[src/rtl/mdrop_rx_pkg.sv]
package mdrop_rx_pkg;
    localparam int DATA_W  = 8;
    localparam int FRAME_W = DATA_W + 1;
    localparam int IDX_W   = $clog2(FRAME_W + 1);

    typedef enum logic [1:0] {
        ST_IDLE,
        ST_START,
        ST_DATA,
        ST_STOP
    } rx_state_e;
endpackage

[src/rtl/mdrop_rx_sync.sv]
module mdrop_rx_sync (
    input  logic clk,
    input  logic rst_n,
    input  logic rx_in,
    output logic rx_s,
    output logic fall
);
    typedef struct packed {
        logic m0;
        logic m1;
        logic prev;
    } sync_t;

    sync_t q, d;

    always_comb begin
        d      = q;
        d.m0   = rx_in;
        d.m1   = q.m0;
        d.prev = q.m1;
    end

    always_ff @(posedge clk or negedge rst_n) begin
        if (!rst_n) q <= '{m0: 1'b1, m1: 1'b1, prev: 1'b1};
        else        q <= d;
    end

    assign rx_s = q.m1;
    assign fall = q.prev & ~q.m1;
endmodule

[src/rtl/mdrop_rx_frame.sv]
module mdrop_rx_frame
    import mdrop_rx_pkg::*;
#(
    parameter int OVS = 16
) (
    input  logic               clk,
    input  logic               rst_n,
    input  logic               run,
    input  logic               rx_en,
    input  logic               tick,
    input  logic               rx_s,
    input  logic               fall,
    input  logic               nine_en,
    input  logic               addr_en,
    output logic               done,
    output logic [FRAME_W-1:0] bits,
    output logic               ferr,
    output logic               addr_mode
);
    localparam int CW   = $clog2(OVS);
    localparam int HALF = OVS / 2;

    typedef struct packed {
        rx_state_e          st;
        logic [CW-1:0]      cnt;
        logic [IDX_W-1:0]   idx;
        logic [FRAME_W-1:0] sh;
        logic               nine;
        logic               addr;
        logic               done;
        logic               ferr;
    } fr_t;

    fr_t q, d;
    logic [IDX_W-1:0] last_idx;

    always_comb begin
        d        = q;
        d.done   = 1'b0;
        last_idx = q.nine ? IDX_W'(FRAME_W - 1) : IDX_W'(DATA_W - 1);
        unique case (q.st)
            ST_IDLE: begin
                if (fall) begin
                    d.st  = ST_START;
                    d.cnt = '0;
                end
            end
            ST_START: begin
                if (tick) begin
                    if (q.cnt == CW'(HALF - 1)) begin
                        if (!rx_s) begin
                            d.st   = ST_DATA;
                            d.cnt  = '0;
                            d.idx  = '0;
                            d.sh   = '0;
                            d.nine = nine_en;
                            d.addr = addr_en & nine_en;
                        end else begin
                            d.st = ST_IDLE;
                        end
                    end else begin
                        d.cnt = q.cnt + 1'b1;
                    end
                end
            end
            ST_DATA: begin
                if (tick) begin
                    if (q.cnt == CW'(OVS - 1)) begin
                        d.cnt       = '0;
                        d.sh[q.idx] = rx_s;
                        if (q.idx == last_idx) d.st = ST_STOP;
                        else                   d.idx = q.idx + 1'b1;
                    end else begin
                        d.cnt = q.cnt + 1'b1;
                    end
                end
            end
            ST_STOP: begin
                if (tick) begin
                    if (q.cnt == CW'(OVS - 1)) begin
                        d.done = 1'b1;
                        d.ferr = ~rx_s;
                        d.st   = ST_IDLE;
                    end else begin
                        d.cnt = q.cnt + 1'b1;
                    end
                end
            end
            default: d.st = ST_IDLE;
        endcase
        if (!run) begin
            d.st  = ST_IDLE;
            d.cnt = '0;
        end
    end

    always_ff @(posedge clk or negedge rst_n) begin
        if (!rst_n) q <= '{st: ST_IDLE, default: '0};
        else        q <= d;
    end

    assign done      = q.done;
    assign bits      = q.sh;
    assign ferr      = q.ferr;
    assign addr_mode = q.addr;

    p_idle_when_off_r7: assert property (@(posedge clk) disable iff (!rst_n)
        !rx_en |=> (q.st == ST_IDLE));

    p_glitch_reject_r13: assert property (@(posedge clk) disable iff (!rst_n)
        (run && q.st == ST_START && tick && q.cnt == CW'(HALF - 1) && rx_s)
        |=> (q.st == ST_IDLE) && !q.done);
endmodule

[src/rtl/mdrop_rx_buffer.sv]
module mdrop_rx_buffer
    import mdrop_rx_pkg::*;
(
    input  logic               clk,
    input  logic               rst_n,
    input  logic               rx_en,
    input  logic               rd_stb,
    input  logic               done,
    input  logic [FRAME_W-1:0] bits,
    input  logic               ferr_in,
    input  logic               addr_mode,
    output logic [DATA_W-1:0]  data,
    output logic               bit9,
    output logic               ready,
    output logic               ferr,
    output logic               oerr
);
    typedef struct packed {
        logic [DATA_W-1:0] data;
        logic              bit9;
        logic              ready;
        logic              ferr;
        logic              oerr;
    } buf_t;

    buf_t q, d;
    logic keep;

    always_comb begin
        d    = q;
        keep = ~(addr_mode & ~bits[FRAME_W-1]);
        if (rd_stb) d.ready = 1'b0;
        if (done && keep) begin
            if (q.ready && !rd_stb) begin
                d.oerr = 1'b1;
            end else begin
                d.data  = bits[DATA_W-1:0];
                d.bit9  = bits[FRAME_W-1];
                d.ready = 1'b1;
                d.ferr  = ferr_in;
            end
        end
        if (!rx_en) begin
            d.oerr = 1'b0;
            d.ferr = 1'b0;
        end
    end

    always_ff @(posedge clk or negedge rst_n) begin
        if (!rst_n) q <= '0;
        else        q <= d;
    end

    assign data  = q.data;
    assign bit9  = q.bit9;
    assign ready = q.ready;
    assign ferr  = q.ferr;
    assign oerr  = q.oerr;

    p_drop_keeps_buffer_r4: assert property (@(posedge clk) disable iff (!rst_n)
        (done && addr_mode && !bits[FRAME_W-1])
        |=> $stable(q.data) && $stable(q.bit9) && !$rose(q.ready));

    p_overrun_flag_r11: assert property (@(posedge clk) disable iff (!rst_n)
        (rx_en && done && keep && q.ready && !rd_stb)
        |=> q.oerr && $stable(q.data));

    p_disable_clears_r7: assert property (@(posedge clk) disable iff (!rst_n)
        !rx_en |=> !q.oerr && !q.ferr);

    p_read_clears_r10: assert property (@(posedge clk) disable iff (!rst_n)
        (rd_stb && !done) |=> !q.ready);
endmodule

[src/rtl/mdrop_uart_rx.sv]
module mdrop_uart_rx
    import mdrop_rx_pkg::*;
#(
    parameter int OVS = 16
) (
    input  logic              clk,
    input  logic              rst_n,
    input  logic              rx_in,
    input  logic              baud_tick,
    input  logic              rx_en,
    input  logic              nine_bit_en,
    input  logic              addr_det_en,
    input  logic              rx_ie,
    input  logic              rd_stb,
    output logic [DATA_W-1:0] rx_data,
    output logic              rx_bit9,
    output logic              rx_ready,
    output logic              rx_irq,
    output logic              frame_err,
    output logic              overrun_err
);
    logic               rx_s, fall, run, done, f_ferr, f_addr;
    logic [FRAME_W-1:0] f_bits;

    assign run = rx_en & ~overrun_err;

    mdrop_rx_sync u_sync (
        .clk   (clk),
        .rst_n (rst_n),
        .rx_in (rx_in),
        .rx_s  (rx_s),
        .fall  (fall)
    );

    mdrop_rx_frame #(.OVS(OVS)) u_frame (
        .clk       (clk),
        .rst_n     (rst_n),
        .run       (run),
        .rx_en     (rx_en),
        .tick      (baud_tick),
        .rx_s      (rx_s),
        .fall      (fall),
        .nine_en   (nine_bit_en),
        .addr_en   (addr_det_en),
        .done      (done),
        .bits      (f_bits),
        .ferr      (f_ferr),
        .addr_mode (f_addr)
    );

    mdrop_rx_buffer u_buf (
        .clk       (clk),
        .rst_n     (rst_n),
        .rx_en     (rx_en),
        .rd_stb    (rd_stb),
        .done      (done),
        .bits      (f_bits),
        .ferr_in   (f_ferr),
        .addr_mode (f_addr),
        .data      (rx_data),
        .bit9      (rx_bit9),
        .ready     (rx_ready),
        .ferr      (frame_err),
        .oerr      (overrun_err)
    );

    assign rx_irq = rx_ready & rx_ie;
endmodule

[config.mk]
export PLATFORM = sky130hd
export DESIGN_NAME = mdrop_uart_rx
export DESIGN_NICKNAME = d
export VERILOG_FILES = /design/src/rtl/mdrop_rx_pkg.sv /design/src/rtl/mdrop_rx_sync.sv /design/src/rtl/mdrop_rx_frame.sv /design/src/rtl/mdrop_rx_buffer.sv /design/src/rtl/mdrop_uart_rx.sv
export SDC_FILE = /design/constraint.sdc
export NUM_CORES = 1
export LEC_CHECK = 0
export BUFFER_PORTS_ARGS = -buffer_cell sky130_fd_sc_hd__buf_2
export CORE_UTILIZATION = 52
export DETAILED_ROUTE_END_ITERATION = 16
export PLACE_DENSITY = 0.75
export SLEW_MARGIN = 20
export SYNTH_ARGS = -nofsm -noshare
export SYNTH_HDL_FRONTEND = slang
export SYNTH_HIERARCHICAL = 1
export SYNTH_SLANG_ARGS = --single-unit
[constraint.sdc]
create_clock -name clk -period 1.6 [get_ports clk]
set_clock_uncertainty 0.05 [all_clocks]
set_input_delay 0.24 -clock clk [delete_from_list [all_inputs] [get_ports clk]]
set_output_delay 0.24 -clock clk [all_outputs]
set_load 0.05 [all_outputs]
Yosys cells after proc, flatten, opt, wreduce, memory -nomap -nowiden
Cells that the tools add are included.

operators by class
  add/sub/neg operators = 2
  $lt $le $gt $ge = 2
  equal/unequal tests = 25
  multiplexer cells = 31
  bitwise operators = 10
  reduce and logical (&&, ||, !) cells = 15

operators with widths
  cell                                                                          number
  19-bit two-way mux                                                            2
  3-bit != test, second input constant                                          9
  13-bit one-hot mux with 2 select lines                                        1
  6-bit one-hot mux with 4 select lines                                         1
  21-bit two-way mux                                                            1
  2-bit two-way mux                                                             10
  4-bit two-way mux                                                             5
  6-bit two-way mux                                                             3
  15-bit two-way mux                                                            1
  13-bit two-way mux                                                            1
  6-bit AND reduction                                                           2
  2-bit != test, second input constant                                          5
  9-bit bitwise mux                                                             1
  4-bit by 1-bit adder with 4-bit output, second input constant                 2
  2-bit by 1-bit != test with 1-bit output, second input constant               4
  8-bit AND reduction                                                           1
  7-bit AND reduction                                                           1
  2-bit AND reduction                                                           3
  1-bit AND                                                                     5
  4-bit by 5-bit less-than comparator with 1-bit output, second input constant  1
  1-bit NOT                                                                     5
  1-bit demux with 4-bit select                                                 1
  2-bit equality test, second input constant                                    2
  4-bit by 3-bit equality test with 1-bit output, second input constant         1
  13 further kinds                                                              17

word-level totals
  flip-flop bits (word level) = 38
  output and inout bits = 13

Depth between registers and ports, before layout
  depth in word-level cells = 9
  gate-level depth with buffers = 6
  depth with buffers taken out = 5

Hierarchy
The synthesis kept the hierarchy.

modules (own cells, without submodules)
  module           instances  cells each  area an instance (µm²)  seq. area each (µm²)
  mdrop_rx_frame   1          155         1413.9                  575.6
  mdrop_rx_buffer  1          32          529.3                   300.3
  mdrop_rx_sync    1          4           92.6                    78.8
  mdrop_uart_rx    1          2           20.0                    0.0

Worst setup path after synthesis
No wires, ideal clock.

  path type = register to register
  from = reg u_sync/q[0] in the netlist's numbering
  to = reg u_frame/q[19] in the netlist's numbering
  arrival time = 1.530 ns
  path slack = -0.084 ns
  cell stages (with the launch flop) = 6
  path buffers = 0
  cell sequence = dfstp_2 nor2b_4 inv_1 o311a_1 or2_4 o41ai_2

between the ends
  word-level cells in the longest chain between the ends = 3

ends and longest elaborated chain
  item                           line                  RTL
  start: declaration             mdrop_rx_sync.sv:14   sync_t q, d;
  start signal: assignment       mdrop_rx_sync.sv:24   if (!rst_n) q <= '{m0: 1'b1, m1: 1'b1, prev: 1'b1};
  1-bit AND                      mdrop_rx_sync.sv:29   assign fall = q.prev & ~q.m1;
  via fall                       mdrop_uart_rx.sv:22   logic rx_s, fall, run, done, f_ferr, f_addr;
  3-bit != test (no line)        -
  6-bit AND reduction (no line)  -
  end signal: assignment         mdrop_rx_frame.sv:98  if (!rst_n) q <= '{st: ST_IDLE, default: '0};
  end signal: assignment         mdrop_rx_frame.sv:99  else q <= d;
  end: declaration               mdrop_rx_frame.sv:34  fr_t q, d;

The timed path passes the listed nets, and every way through them passes these cells.
A chain may end at the register's enable or synchronous reset.

Final worst setup path
Same ends and word-level chain as after synthesis.

==> metrics.txt <==
fmax 597.2 MHz; Max VDD drop 406.3 uV; number of max-cap violations 0; IO buf count 21; Clk pwr share 38.4%; clock buffer depth 2; post-route met1 wirelength 1701 um; Final Hold Viols 0; initial antenna violation count 0; first-pass GRT wire length 6589 um; WS Path Type reg -> reg; switching share of power 21.93%; min Tclk post-route 1.674 ns; DP HPWL 2862 um; uppermost layer routed met4; share of flip-flops with an asynchronous set or reset 100.0%; # rows 22; crit-path max FO 5; Placer Congestion 0.8350; Seq cells post-synth 38; io pins 22; Antenna Nets Post-Route 0; Die Width 64.88 um; vias in the first global route 1496; # DRC 0; setup_tns -0.2449 ns; post-synthesis cell type count 51; largest net degree at the start of global routing 22; via count 1517; CTS buffer count 5; relative slew slack 70.80%; Syn Std Cell Area 2056 sq um; CTS sink cnt 38; number of diodes 0; First-pass DRT Iterations 4; Hold Crit Class in -> reg; violated checks setup timing; Final Cycle Share 104.7%; Comb pwr share 5.7%; RSZ-0062 raised after global routing true; Area growth, synth to finish 18.62%; Post-synth top flop dfrtp_1; sequential share of the synthesized area 46.44%; final worst setup slack -0.07443 ns; Cell Pwr Density 716.5 nW/um^2; FF-to-FF setup slack -0.07 ns; Setup WS pre-CTS -0.1271 ns; Startpoint Class flip-flop; die span in y 64.88 um; Critical Path End Type flip-flop; met3 wire length 164 um; core area 3716 sq um; WL met2 1980 um; final WL 3891 um; Clock Root Buffer clkbuf_8; sequential group share of total power 55.9%; Net Count, Synth 207; Critical Path AT 1.81 ns; Clk Latency, worst-skew pair 0.28 ns; Avg WL per Cell 14.31 um; vias per inst 5.577; H-tree Lvls 2; layout cells sized above 1 37.50%; outcome finished with violations; synth warn 6; Worst-path clk slew 0.07 ns; DIE AREA 4209 sq um; Syn Inst Count 193; drt initial violations 57; Internal 1364 uW; fin. max-slew vios 0; GRT Total Usage 20.93%; Lkg Pwr 0.001199 uW; hold slack 0.1491 ns; nets 237; CTS tree yes; post-synthesis average cell area 10.65 sq um; Final setup viols 4; CP Data Required Time 1.73 ns; worst-margin pin slew 0.4380 ns; sw power 383.1 uW; starting density of the core 55.32%; Post-synth EDFFs 0; GRT overflow 0
-- metrics by stage --
stage	instance area, sq um	util (%)	power [uW]	instances
final	2439	65.62	1747	272
after CTS	2366	63.67	1768	269
after floorplan	2056	-	1030	193
after global routing	2439	65.62	1831	272
after detailed placement	2208	59.43	1076	258
after global placement	2208	59.43	1073	258
-- worst max-delay path, cell delays in order, from the launching register on --
cell     delay [ns]
dfstp_2        0.52
nor2b_4        0.14
inv_2          0.04
o311a_4        0.34
or2_4          0.28
o41ai_4        0.21
-- synth_stat cells, types with 3 or more instances --
library cell  number  area share [%]
nand2_1           29             5.3
mux2_4             9             6.6
mux2i_1            3             1.5
nor2_1             4            0.73
dfstp_2            3             3.8
nor3_1             3            0.73
buf_4             11             4.0
o21ai_0           17             4.1
ha_1               5             3.0
nand3_1            3            0.73
nand4_1            3            0.91
a21oi_1           12             2.9
dfrtp_1           35              43
inv_1              7             1.3
-- cell type report --
| cell class | instances | area, sq um |
|---|---|---|
| Fill cell | 284 | 1277 |
| Multi-Input combinational cell | 133 | 1046 |
| Sequential cell | 38 | 957.2 |
| Timing Repair Buffer | 38 | 254.0 |
| Clock buffer | 6 | 82.58 |
| Tap cell | 48 | 60.06 |
| Inverter | 7 | 26.28 |
| Clock inverter | 2 | 12.51 |
-- kinds of logic (layout without fill, tap and decap cells) --
group	Yosys count	count (layout)	share of synthesized area (%)
muxes	13	13	8.582
buffers and inverters	22	53	6.513
adders and majority gates	5	5	3.043
and+or+nand+nor	66	66	19.84
xor gates and xnor gates	1	1	0.4261
DFF	38	38	46.44
AOI/OAI and AO/OA	48	48	15.16
-- power groups by stage --
stage | combinational (uW) | sequential, uW | clock [uW]
after floorplan | 36.1 | 994 | 0
after global placement | 77.7 | 995 | 0
after detailed placement | 80.8 | 995 | 0
after CTS | 92.2 | 977 | 699
after global routing | 110 | 977 | 744
final | 100 | 976 | 671
-- flip-flops by register name, summed over array words and instances, names as in the netlist --
name,flops
u_buf/bit9,1
u_buf/data,8
u_buf/ferr,1
u_buf/oerr,1
u_buf/ready,1
u_frame/addr_mode,1
u_frame/bits,9
u_frame/done,1
u_frame/ferr,1
u_frame/q,11
u_sync/d,1
u_sync/q,1
u_sync/rx_s,1
-- final timing paths --
| check | depth (start not counted) | end | from |
|---|---|---|---|
| worst max register to register | 5 | u_frame/q[19] | u_sync/q[0] |
| min in group asynchronous | 2 | u_buf/data[5] | rst_n |
| worst max-delay path | 5 | u_frame/q[19] | u_sync/q[0] |
| worst min register to register | 0 | u_sync/rx_s | u_sync/d[1] |
| max in group asynchronous | 3 | u_sync/rx_s | rst_n |
| worst min-delay path | 2 | u_frame/q[3] | nine_bit_en |
-- what timing repair did --
action	in CTS	in global routing
pin swaps	2	5
setup buffers	1	3
hold buffers	2	0
endpoints found under the hold margin	18	0
gates resized for setup	7	10
endpoints found under the setup margin	14	18
-- cell usage in the layout, fill, tap and decap left out, drive strengths merged, types with 3 or more instances in the layout --
cell / count
nand2: 29
nand4: 3
clkbuf: 6
nor2b: 4
mux2: 10
nand3: 3
nor2: 4
inv: 7
a21oi: 13
dfstp: 3
mux2i: 3
o21ai: 19
nor3: 3
nand2b: 4
dfrtp: 35
ha: 5
buf: 36
-- layer usage --
layer  GRT usage (%)  vias up
met2           35.16       42
met3           5.458        5
met1           24.55      730
met4           10.28        0
met5               0        -
li1                -      740
No activity file was read; power rests on OpenSTA's default activity.
